`src/rtl/pwm_out_pkg.sv`:
```
package pwm_out_pkg;
  localparam int NUM_CH    = 2;
  localparam int NUM_PHASE = 4;
  localparam int PHASE_W   = $clog2(NUM_PHASE);
  localparam int FC_W      = 2 * NUM_CH;
  localparam int VAL_W     = NUM_CH * NUM_PHASE;
  localparam int SEL_W     = 2;

  // Safe levels in the upper half, enables in the lower half.
  typedef struct packed {
    logic [NUM_CH-1:0] lvl;
    logic [NUM_CH-1:0] en;
  } fault_ctrl_t;

  typedef logic [NUM_CH-1:0][NUM_PHASE-1:0] pattern_t;

  typedef enum logic [SEL_W-1:0] {
    SEL_FAULT = 2'd0,
    SEL_CTRL  = 2'd1,
    SEL_VAL   = 2'd2
  } reg_sel_e;
endpackage

```
`src/rtl/pwm_out_regs.sv`:
```
module pwm_out_regs
  import pwm_out_pkg::*;
#(
  parameter int DATA_W = 8
) (
  input  logic                     clk,
  input  logic                     por_rst,
  input  logic                     sys_rst,
  input  logic [FC_W-1:0]          cfg_default,
  input  logic                     wr_en,
  input  logic [SEL_W-1:0]         wr_sel,
  input  logic [DATA_W-1:0]        wr_data,
  output fault_ctrl_t              fc_q,
  output logic                     ovr_q,
  output logic                     ramp_q,
  output pattern_t                 val_q
);

  always_ff @(posedge clk) begin
    if (por_rst) begin
      fc_q   <= '0;
      ovr_q  <= 1'b0;
      ramp_q <= 1'b0;
      val_q  <= '0;
    end else if (sys_rst) begin
      fc_q   <= fault_ctrl_t'(cfg_default);
      ovr_q  <= 1'b0;
      ramp_q <= 1'b0;
      val_q  <= '0;
    end else if (wr_en) begin
      case (reg_sel_e'(wr_sel))
        SEL_FAULT: fc_q <= fault_ctrl_t'(wr_data[FC_W-1:0]);
        SEL_CTRL: begin
          ovr_q  <= wr_data[0];
          ramp_q <= wr_data[1];
        end
        SEL_VAL:  val_q <= pattern_t'(wr_data[VAL_W-1:0]);
        default: ;
      endcase
    end
  end

endmodule

```
`src/rtl/pwm_wave_gen.sv`:
```
module pwm_wave_gen
  import pwm_out_pkg::*;
(
  input  logic               clk,
  input  logic               rst,
  input  logic               phase_valid,
  input  logic [PHASE_W-1:0] phase,
  input  logic               ovr,
  input  logic               ramp,
  input  pattern_t           val,
  output logic [NUM_CH-1:0]  wave_q
);

  for (genvar ch = 0; ch < NUM_CH; ch++) begin : g_ch
    localparam logic [PHASE_W-1:0] ON_PH = PHASE_W'(2 * ch + 1);
    logic own_phase;
    logic nxt;
    logic lvl_q;

    // Phases 2*ch and 2*ch+1 belong to this channel.
    assign own_phase = (phase[PHASE_W-1:1] == (PHASE_W-1)'(ch));
    assign nxt       = ovr ? val[ch][phase] : (phase == ON_PH);

    always_ff @(posedge clk) begin
      if (rst) begin
        lvl_q <= 1'b0;
      end else if (phase_valid && (!ramp || own_phase)) begin
        lvl_q <= nxt;
      end
    end

    assign wave_q[ch] = lvl_q;
  end

endmodule

```
`src/rtl/pwm_fault_force.sv`:
```
module pwm_fault_force
  import pwm_out_pkg::*;
(
  input  logic              clk,
  input  logic              rst,
  input  logic              fault_in,
  input  logic              phase_valid,
  input  fault_ctrl_t       fc,
  input  logic [NUM_CH-1:0] wave,
  input  logic              ovr,
  input  pattern_t          val,
  output logic [NUM_CH-1:0] wo,
  output logic [NUM_CH-1:0] oe,
  output logic              warn
);

  logic              fault_q;
  logic              hold_q;
  logic              forced;
  logic [NUM_CH-1:0] mism;

  // hold_q keeps the safe levels after a reset or a fault until a
  // phase update arrives with the registered fault flag low.
  always_ff @(posedge clk) begin
    if (rst) begin
      fault_q <= 1'b0;
      hold_q  <= 1'b1;
    end else begin
      fault_q <= fault_in;
      if (fault_q) begin
        hold_q <= 1'b1;
      end else if (phase_valid) begin
        hold_q <= 1'b0;
      end
    end
  end

  assign forced = fault_q | hold_q;

  for (genvar ch = 0; ch < NUM_CH; ch++) begin : g_out
    assign wo[ch]   = fc.en[ch] & (forced ? fc.lvl[ch] : wave[ch]);
    assign oe[ch]   = fc.en[ch];
    assign mism[ch] = (fc.lvl[ch] != val[ch][0]) | (fc.lvl[ch] != val[ch][2]);
  end

  assign warn = ovr & (|mism);

endmodule

```
`src/rtl/pwm_out_stage.sv`:
```
module pwm_out_stage
  import pwm_out_pkg::*;
#(
  parameter int DATA_W = 8
) (
  input  logic               clk,
  input  logic               por_rst,
  input  logic               sys_rst,
  input  logic [FC_W-1:0]    cfg_default,
  input  logic               wr_en,
  input  logic [SEL_W-1:0]   wr_sel,
  input  logic [DATA_W-1:0]  wr_data,
  input  logic               phase_valid,
  input  logic [PHASE_W-1:0] phase,
  input  logic               fault_in,
  output logic               wo_a,
  output logic               wo_b,
  output logic               oe_a,
  output logic               oe_b,
  output logic               polarity_warn
);

  logic              any_rst;
  fault_ctrl_t       fc_q;
  logic              ovr_q;
  logic              ramp_q;
  pattern_t          val_q;
  logic [NUM_CH-1:0] wave_q;
  logic [NUM_CH-1:0] wo;
  logic [NUM_CH-1:0] oe;

  assign any_rst = por_rst | sys_rst;

  pwm_out_regs #(.DATA_W(DATA_W)) regs_i (
    .clk         (clk),
    .por_rst     (por_rst),
    .sys_rst     (sys_rst),
    .cfg_default (cfg_default),
    .wr_en       (wr_en),
    .wr_sel      (wr_sel),
    .wr_data     (wr_data),
    .fc_q        (fc_q),
    .ovr_q       (ovr_q),
    .ramp_q      (ramp_q),
    .val_q       (val_q)
  );

  pwm_wave_gen wave_i (
    .clk         (clk),
    .rst         (any_rst),
    .phase_valid (phase_valid),
    .phase       (phase),
    .ovr         (ovr_q),
    .ramp        (ramp_q),
    .val         (val_q),
    .wave_q      (wave_q)
  );

  pwm_fault_force force_i (
    .clk         (clk),
    .rst         (any_rst),
    .fault_in    (fault_in),
    .phase_valid (phase_valid),
    .fc          (fc_q),
    .wave        (wave_q),
    .ovr         (ovr_q),
    .val         (val_q),
    .wo          (wo),
    .oe          (oe),
    .warn        (polarity_warn)
  );

  assign wo_a = wo[0];
  assign wo_b = wo[1];
  assign oe_a = oe[0];
  assign oe_b = oe[1];

endmodule

```
`config.mk`:
```
export PLATFORM = sky130hd
export DESIGN_NAME = pwm_out_stage
export DESIGN_NICKNAME = d
export VERILOG_FILES = /design/src/rtl/pwm_out_pkg.sv /design/src/rtl/pwm_out_regs.sv /design/src/rtl/pwm_wave_gen.sv /design/src/rtl/pwm_fault_force.sv /design/src/rtl/pwm_out_stage.sv
export SDC_FILE = /design/constraint.sdc
export NUM_CORES = 1
export LEC_CHECK = 0
export CAP_MARGIN = 20
export CORE_UTILIZATION = 45
export CTS_CLUSTER_SIZE = 28
export DETAILED_ROUTE_END_ITERATION = 6
export PLACE_DENSITY = 0.75
export SLEW_MARGIN = 5
export SYNTH_ARGS = -nofsm -noshare
export SYNTH_HDL_FRONTEND = slang
export SYNTH_SLANG_ARGS = --single-unit
```
`constraint.sdc`:
```
create_clock -name clk -period 1.2 [get_ports clk]
set_input_delay 0.24 -clock clk [delete_from_list [all_inputs] [get_ports clk]]
set_output_delay 0.24 -clock clk [all_outputs]
set_load 0.1 [all_outputs]
```
==> flow_metrics.env <==
export IMPL_outcome="finished, violations left"
export IMPL_violations="setup timing"
export IMPL_grt_pass1_wl_mm=3.33
export IMPL_wl_per_cell_um=14.2
export IMPL_grt_ovfl_total=0
export IMPL_yosysTopAreaCellShare=0.407
export IMPL_cp_max_fo=4
export IMPL_cts_buffer_depth=2
export IMPL_post_cts_buffers=0
export IMPL_synth_area_um2=886
export IMPL_netlist_top_cells_area="dfxtp_1 (41%), mux2i_1 (18%), nor2_1 (7.6%)"
export IMPL_vias=803
export IMPL_fin_skew_ps=7.37
export IMPL_n_antenna_cell=0
export IMPL_slew_violations=0
export IMPL_p_clk_frac=0.249
export IMPL_p_per_area_nw_per_um2=896
export IMPL_yosysSeqAreaShare=0.407
export IMPL_gp_congestion=0.773
export IMPL_drive_gt1_frac=0.295
export IMPL_syn_inst=96
export IMPL_die_h_um=46.4
export IMPL_syn_area_per_cell_um2=9.23
export IMPL_vias_per_cell=5.11
export IMPL_synth_seq_cells=18
export IMPL_worstPathCellList="and3_4, o22ai_2, and2_4, buf_12"
export IMPL_hold_class="primary input to flip-flop"
export IMPL_intPower_w=0.000903
export IMPL_grt_usage=0.228
export IMPL_fin_ws_ps=-362
export IMPL_crit_type="flip-flop to primary output"
export IMPL_swShare=0.279
export IMPL_hpwl_mm=1.61
export IMPL_met3_usage=0.0588
export IMPL_final_area_um2=1400
export IMPL_crit_path_start_kind="flip-flop"
export IMPL_hold_viol_final=0
export IMPL_clk_latency_ps=300
export IMPL_dieArea_um2=2150
export IMPL_drt_iter0_markers=11
export IMPL_cts_tree="yes"
export IMPL_dieWidth_um=46.4
export IMPL_slowest_delay_ps=380
export IMPL_synth_edf_count=0
export IMPL_final_seq_area_um2=380
export IMPL_initial_utilization=0.497
export IMPL_period_minus_slack_ps=1560
export IMPL_io_buffer_count=26
export IMPL_ir_drop_mv=0.707
export IMPL_grt_busiest_layer="met2"
export IMPL_rsz0062_at_grt="true"
export IMPL_grt_pass1_vias=748
export IMPL_ioPinCount=27
export IMPL_core_region_area_um2=1780
export IMPL_antenna_found_initial=0
export IMPL_async_flop_share=0
export IMPL_root_buffer="clkbuf_4"
export IMPL_holdBufCountCts=0
export IMPL_crit_path_end_kind="primary output"
export IMPL_route_detailed_drc=0
export IMPL_syn_num_nets=118
export IMPL_finalWirelength_mm=2.23
export IMPL_path_clk_slew_ps=110
export IMPL_use_met1=0.288
export IMPL_numCtsBuffers=3
export IMPL_ant_nets=0
export IMPL_firstDrtPassIters=4
export IMPL_area_delta_synth_final_pct=57.8
export IMPL_tightestPinTransition_ps=320
export IMPL_final_cell_mix="nor2_1 (17), clkdlybuf4s50_1 (17), mux2i_1 (16)"
export IMPL_use_met2=0.367
export IMPL_multiInputGateArea_um2=543
export IMPL_synth_top_area_cell="dfxtp_1"
export IMPL_ys_flop_type="dfxtp_1"
export IMPL_cts_htree_levels=1
export IMPL_combPwrFrac=0.241
export IMPL_rows=15
export IMPL_p_sw_w=0.000350
export IMPL_yosysWarnings=0
export IMPL_fmax_mhz=640
export IMPL_drv_cap=0
export IMPL_finalPower_w=0.00125
export IMPL_period_share=1.30
export IMPL_clock_sinks=18
export IMPL_synth_cell_type_count=26
export IMPL_cp_required_ps=960
export IMPL_fill_cells=120
export IMPL_setup_viol=3
export IMPL_crit_arrival_ps=1320
export IMPL_p_leak_nw=0.619
export IMPL_path_buf_inv=1
export IMPL_slew_headroom=0.787
export IMPL_placed_area_um2=1320
export IMPL_nets=155
export IMPL_grt_max_degree=11
export IMPL_slowest_stage="dfxtp_4"
export IMPL_p_seq_frac=0.509
export IMPL_worst_path_dominant_cell_family="flip-flops"
==> state kept, by name, indices dropped and copies added, names as in the netlist <==
register	flops
regs_i.val_q	8
regs_i.ramp_q	1
force_i.hold_q	1
wave_i.g_ch.lvl_q	2
regs_i.fc_q	4
regs_i.ovr_q	1
force_i.fault_q	1
==> Yosys cell counts (2+ instances only) <==
library cell and count:
a21boi_0 2, a21oi_1 4, and3_1 2, buf_2 2, buf_6 2, dfxtp_1 18
inv_1 3, mux2_1 4, mux2i_1 16, nand2_1 3, nand3b_1 3, nor2_1 18
nor2b_1 2, nor3_1 3, o21ai_0 3
==> cell type report <==
cell class                      instances  share of cell area
Clock buffer                            3              0.0161
Clock inverter                          1             0.00269
Timing Repair Buffer                   37               0.290
Sequential cell                        18               0.272
Tap cell                               25              0.0224
Inverter                                3             0.00806
Multi-Input combinational cell         70               0.389
==> worst reg2reg max path: cells and delay by family, from the launching register on <==
kind / cells / cell delay [ps]
simple gates: 2 / 290
compound gates: 2 / 240
flops: 1 / 440
==> final timing paths <==
| check | from | to | slack, ps | cells past startpoint |
|---|---|---|---|---|
| worst max-delay path | regs_i.fc_q[2] | polarity_warn | -360 | 4 |
| worst min-delay path | fault_in | force_i.fault_q | 450 | 3 |
| worst max register to register | regs_i.ovr_q | wave_i.g_ch[0].lvl_q | 160 | 4 |
| worst min register to register | regs_i.val_q[1] | regs_i.val_q[1] | 520 | 2 |
==> layer usage <==
metal,vias up,routed length (um)
li1,403,-
met1,382,1030
met2,16,1130
met3,2,71
met4,0,9
met5,-,0
==> stage by stage <==
step,cells,setup slack (ps),hold WS (ps),util,TNS (ps)
floorplan,96,-217,303,-,-434
global route,157,-409,444,0.784,-1180
global placement,153,-440,479,0.738,-4720
CTS,157,-369,447,0.775,-966
detailed placement,153,-498,494,0.738,-5280
finish,157,-362,452,0.784,-910
==> power by group through the flow <==
stage | logic [W] | registers, W | clock network [W]
2_1_floorplan | 0.000116 | 0.000673 | 0
3_3_place_gp | 0.000283 | 0.000648 | 0
3_5_place_dp | 0.000288 | 0.000649 | 0
4_1_cts | 0.000294 | 0.000636 | 0.000329
5_1_grt | 0.000319 | 0.000641 | 0.000355
6_report | 0.000302 | 0.000638 | 0.000312
==> repair_timing <==
item                                    in CTS  in global routing
resized for setup                           20                  5
hold endpoints to repair                     0                  0
endpoints found under the setup margin       7                  8
pin swaps                                    7                  3
==> kinds of logic after synthesis <==
logic type	synth area share
flops	0.407
simple gates	0.208
compound gates	0.0960
mux	0.232
buf+inv	0.0579
Power figures use the tool's default switching activity.
